[src/rtl/rcv_pkg.sv]
package rcv_pkg;
    typedef enum logic [2:0] {
        RS_IDLE,
        RS_REL_START,
        RS_SCL_LO,
        RS_SCL_HI,
        RS_STOP_LO,
        RS_STOP_REL
    } rcv_state_e;
endpackage

[src/rtl/rcv_interval_timer.sv]
module rcv_interval_timer #(
    parameter int HOLD_TICKS = 10
) (
    input  logic clk,
    input  logic rst_n,
    input  logic run,
    input  logic tick,
    output logic expire
);
    localparam int CW = (HOLD_TICKS > 1) ? $clog2(HOLD_TICKS) : 1;
    localparam logic [CW-1:0] LAST = CW'(HOLD_TICKS - 1);

    logic [CW-1:0] cnt_q;

    assign expire = run && tick && (cnt_q == LAST);

    always_ff @(posedge clk or negedge rst_n) begin
        if (!rst_n) begin
            cnt_q <= '0;
        end else if (!run || expire) begin
            cnt_q <= '0;
        end else if (tick) begin
            cnt_q <= cnt_q + 1'b1;
        end
    end
endmodule

[src/rtl/rcv_pulse_counter.sv]
module rcv_pulse_counter #(
    parameter int PULSES = 9
) (
    input  logic clk,
    input  logic rst_n,
    input  logic run,
    input  logic step,
    output logic last
);
    localparam int PW = (PULSES > 1) ? $clog2(PULSES) : 1;
    localparam logic [PW-1:0] FINAL = PW'(PULSES - 1);

    logic [PW-1:0] cnt_q;

    assign last = (cnt_q == FINAL);

    always_ff @(posedge clk or negedge rst_n) begin
        if (!rst_n) begin
            cnt_q <= '0;
        end else if (!run) begin
            cnt_q <= '0;
        end else if (step) begin
            cnt_q <= cnt_q + 1'b1;
        end
    end
endmodule

[src/rtl/i2c_bus_recovery.sv]
module i2c_bus_recovery
    import rcv_pkg::*;
#(
    parameter int HOLD_TICKS = 10,
    parameter int PULSES     = 9
) (
    input  logic clk,
    input  logic rst_n,
    input  logic start_req,
    input  logic rearm,
    input  logic tick,
    output logic scl_oe,
    output logic sda_oe,
    output logic busy,
    output logic done
);
    rcv_state_e state_q, state_d;
    logic       armed_q;
    logic       accept;
    logic       run;
    logic       expire;
    logic       pulse_step;
    logic       pulse_last;

    assign run        = (state_q != RS_IDLE);
    assign accept     = start_req && armed_q && !run;
    assign pulse_step = (state_q == RS_SCL_HI) && expire;

    rcv_interval_timer #(.HOLD_TICKS(HOLD_TICKS)) u_timer (
        .clk    (clk),
        .rst_n  (rst_n),
        .run    (run),
        .tick   (tick),
        .expire (expire)
    );

    rcv_pulse_counter #(.PULSES(PULSES)) u_pulses (
        .clk   (clk),
        .rst_n (rst_n),
        .run   (run),
        .step  (pulse_step),
        .last  (pulse_last)
    );

    // Once-only guard: cleared by an accepted request, set again by rearm.
    always_ff @(posedge clk or negedge rst_n) begin
        if (!rst_n) begin
            armed_q <= 1'b1;
        end else if (rearm) begin
            armed_q <= 1'b1;
        end else if (accept) begin
            armed_q <= 1'b0;
        end
    end

    always_comb begin
        state_d = state_q;
        unique case (state_q)
            RS_IDLE:      if (accept) state_d = RS_REL_START;
            RS_REL_START: if (expire) state_d = RS_SCL_LO;
            RS_SCL_LO:    if (expire) state_d = RS_SCL_HI;
            RS_SCL_HI:    if (expire) state_d = pulse_last ? RS_STOP_LO : RS_SCL_LO;
            RS_STOP_LO:   if (expire) state_d = RS_STOP_REL;
            RS_STOP_REL:  if (expire) state_d = RS_IDLE;
            default:      state_d = RS_IDLE;
        endcase
    end

    always_ff @(posedge clk or negedge rst_n) begin
        if (!rst_n) begin
            state_q <= RS_IDLE;
        end else begin
            state_q <= state_d;
        end
    end

    always_comb begin
        scl_oe = 1'b0;
        sda_oe = 1'b0;
        busy   = 1'b1;
        done   = 1'b0;
        unique case (state_q)
            RS_IDLE:      busy   = 1'b0;
            RS_REL_START: ;
            RS_SCL_LO:    scl_oe = 1'b1;
            RS_SCL_HI:    ;
            RS_STOP_LO:   sda_oe = 1'b1;
            RS_STOP_REL:  done   = expire;
            default:      busy   = 1'b0;
        endcase
    end
endmodule

[config.mk]
export PLATFORM = sky130hd
export DESIGN_NAME = i2c_bus_recovery
export DESIGN_NICKNAME = d
export VERILOG_FILES = /design/src/rtl/rcv_pkg.sv /design/src/rtl/rcv_interval_timer.sv /design/src/rtl/rcv_pulse_counter.sv /design/src/rtl/i2c_bus_recovery.sv
export SDC_FILE = /design/constraint.sdc
export NUM_CORES = 1
export LEC_CHECK = 0
export BUFFER_PORTS_ARGS = -buffer_cell sky130_fd_sc_hd__buf_2
export CAP_MARGIN = 20
export CORE_UTILIZATION = 55
export CTS_CLUSTER_SIZE = 40
export DETAILED_ROUTE_END_ITERATION = 16
export PLACE_DENSITY = 0.76
export REMOVE_ABC_BUFFERS = 1
export SYNTH_ARGS = -nofsm -noshare
export SYNTH_HDL_FRONTEND = slang
export SYNTH_SLANG_ARGS = --single-unit
export TNS_END_PERCENT = 50
[constraint.sdc]
create_clock -name clk -period 1.7 [get_ports clk]
set_input_delay 0.34 -clock clk [delete_from_list [all_inputs] [get_ports clk]]
set_output_delay 0.34 -clock clk [all_outputs]
set_load 0.05 [all_outputs]
==> results by group <==
Run status
  • Status: finished, violations left
  • Violated checks: negative setup slack

Setup path
  • Reg-to-reg startpoint: u_timer.cnt_q[0]
  • Crit path arrival time: 1.44 ns
  • CP Launch Point: u_timer.cnt_q[1]
  • Critical path class: reg2out
  • CP Max Fanout: 2
  • Reg-to-reg setup timing slack: 0.07 ns
  • Startpoint type of the worst setup path: flip-flop
  • Reg-to-reg endpoint: u_pulses.cnt_q[3]
  • Reg2Reg Depth: 7
  • CP Data Required Time: 1.36 ns
  • Setup crit end kind: output port
  • Crit path to: done

STA
  • Setup TNS: -0.0783 ns
  • Part of the cycle the worst path needs: 105%
  • Clock skew: 0.00448 ns
  • Fin crit period: 1.78 ns
  • Final setup vio count: 1
  • Slew Limit Headroom: 81.5%
  • Final Hold Viols: 0
  • Slew at the pin closest to its max-slew limit: 0.278 ns
  • Slew Limit Fails: 0
  • Unrepaired setup endpoints after global routing: true
  • Final WS setup: -0.0783 ns
  • Max Freq: 0.562 GHz

CTS
  • TritonCTS Buffers: 3
  • Latest clock arrival within the worst-skew pair: 0.27 ns
  • CTS tree: yes
  • Clock buffer depth: 2
  • Clk sinks: 12
  • Clk slew on worst S/H paths: 0.08 ns
  • H-Tree Depth: 1
  • Root Buffer: clkbuf_4

Synthesis
  • Register area share after synthesis: 39.4%
  • Mapped Cells: 82
  • Unique cell type count in the Yosys netlist: 36
  • Simple-gate area share of the yosys netlist: 23.2%
  • FFs w/ async S/R, synth: 100%
  • FF+latch count, synth: 12
  • Post-synthesis xor/xnor area fraction: 3.43%
  • Number of enable flip-flop cells after synthesis: 0
  • Synth Cell Area: 766 µm²
  • Synth area leaders: dfrtp_1, ha_1, dfstp_2
  • Post-Synth Adder-Cell Area: 6.54%
  • Largest area contributor in the netlist: dfrtp_1
  • Area fraction in compound gates after synthesis: 20.1%
  • Most frequent cell after synthesis: dfrtp_1
  • Main combinational cell family by area after synthesis: simple AND/OR/NAND/NOR gates
  • Avg Synthesized Cell Area: 9.34 µm²
  • Synthesis warning total: 0
  • Mux contribution to synthesized area: 0%
  • Post-synth top area share: 35.9%
  • Synth top cells by count: dfrtp_1, inv_1, nand2_1, nor2_1
  • Most used DFF post-synth: dfrtp_1

Detailed routing
  • First-pass DRT Iterations: 4
  • Vias: 674
  • ANT nets after route: 0
  • Initial drt markers: 17
  • DRC: 0
  • DR vias/cell: 5.86
  • Final WL: 1620 µm
  • Wirelength per Cell: 14.1 µm

Die
  • Core ar.: 0.00130 mm²
  • Rows: 13
  • Initial Util: 58.8%
  • Die height: 39.3 µm
  • Die area: 0.00155 mm²
  • Die X: 39.3 µm
  • IO Count: 9

Placed design
  • Dpl ws: 0.0921 ns
  • Post-DP HPWL: 1110 µm
  • Placer congestion estimate: 0.776
  • Buffers on Ports: 8

Layout
  • Syn-to-layout area delta: 22.2%
  • Nets: 110
  • Antenna cells: 0
  • Layout cells sized above 1: 32.0%

Global routing
  • First-pass GRT wire length: 2330 µm
  • Largest net degree at the start of global routing: 13
  • Gr usage total: 23.0%
  • Vias in the first global route: 540
  • Grt total ovfl: 0
  • Initial antenna violation count: 0

Power
  • Cell leakage power: 0.437 nW
  • Net Switching: 636 µW
  • Pint: 865 µW
  • Worst VDD drop: 947 µV
  • Combinational Power Share: 46.6%
  • Total power: 1.50 mW
  • Clock Power Share: 15.2%
  • Seq pwr share: 38.2%
  • Power Dens Cells: 1600 mW/mm²
  • Switching Share: 42.4%

Job
  • Max cap viols: 0

Min path
  • Min-delay worst type: in2reg
stage by stage:
stage / utilization (%) / hold slack, ns / area, µm² / instances
final: 71.9 / 0.249 / 936 / 115
after global placement: 63.1 / 0.233 / 821 / 104
after global routing: 71.9 / 0.235 / 936 / 115
after detailed placement: 63.1 / 0.234 / 821 / 104
after CTS: 69.7 / 0.240 / 907 / 113
after floorplan: - / 0.0444 / 732 / 77
worst min-delay path by stage:
stage                     startpoint  slack [ns]               end  cells past startpoint
after floorplan                rst_n        0.04        state_q[0]                      0
after global placement         rst_n        0.23  u_timer.cnt_q[2]                      1
after detailed placement       rst_n        0.23  u_timer.cnt_q[2]                      1
after CTS                      rearm        0.24           armed_q                      2
after global routing           rearm        0.24           armed_q                      2
final                          rearm        0.25           armed_q                      2
routing by layer:
metal,routed length (µm),GRT usage (%),vias up,part of all wire (%)
met3,71,5.11,2,4.4
met1,703,25.9,314,43
met2,840,42.1,20,52
li1,-,-,338,-
met5,0,0,-,0
met4,9,7.76,0,0.55
timing repair:
item,in CTS,in global routing
setup buffers,4,2
resized for setup,4,6
hold endpoints to repair,11,0
endpoints found under the setup margin,4,4
hold buffers,1,0
pin swaps,2,1
kinds of logic (layout without fill, tap and decap cells):
family,count (synthesis),count (layout)
AOI/OAI and AO/OA,21,21
xor gates and xnor gates,3,3
buffers and inverters,11,29
and+or+nand+nor,31,31
DFF,12,12
adders and majority gates,4,4
placed cells by master, fill, tap and decap left out, drive strengths merged, types with 4 or more instances in the layout:
cell / count
ha: 4
buf: 18
nor2: 6
dfrtp: 11
clkbuf: 4
o21ai: 5
inv: 6
nand2: 7
layout make-up:
type	instances	area, µm²
well taps	15	18.8
fillers	103	365
repair buffers	19	138
multi-input cells	59	415
clock buffers	4	36.3
inverters	6	22.5
flip-flops and latches	12	305
critical path: stages (launching register included):
cell,delay [ns]
dfrtp_1,0.38
inv_1,0.07
ha_2,0.17
and4b_1,0.20
nand2_1,0.06
nor2_1,0.12
buf_6,0.17
sequential cells by signal, summed over array words and instances, names as in the netlist:
signal	cells
u_pulses.cnt_q	4
u_timer.cnt_q	4
state_q	3
armed_q	1
power by group through the flow:
stage / sequential, mW / clock [mW] / combinational [mW]
after floorplan: 0.549 / 0 / 0.413
after global placement: 0.570 / 0 / 0.551
after detailed placement: 0.581 / 0 / 0.569
after CTS: 0.560 / 0.233 / 0.650
after global routing: 0.592 / 0.256 / 0.758
final: 0.573 / 0.228 / 0.699
Note: power is estimated with default switching activity, not from simulation.
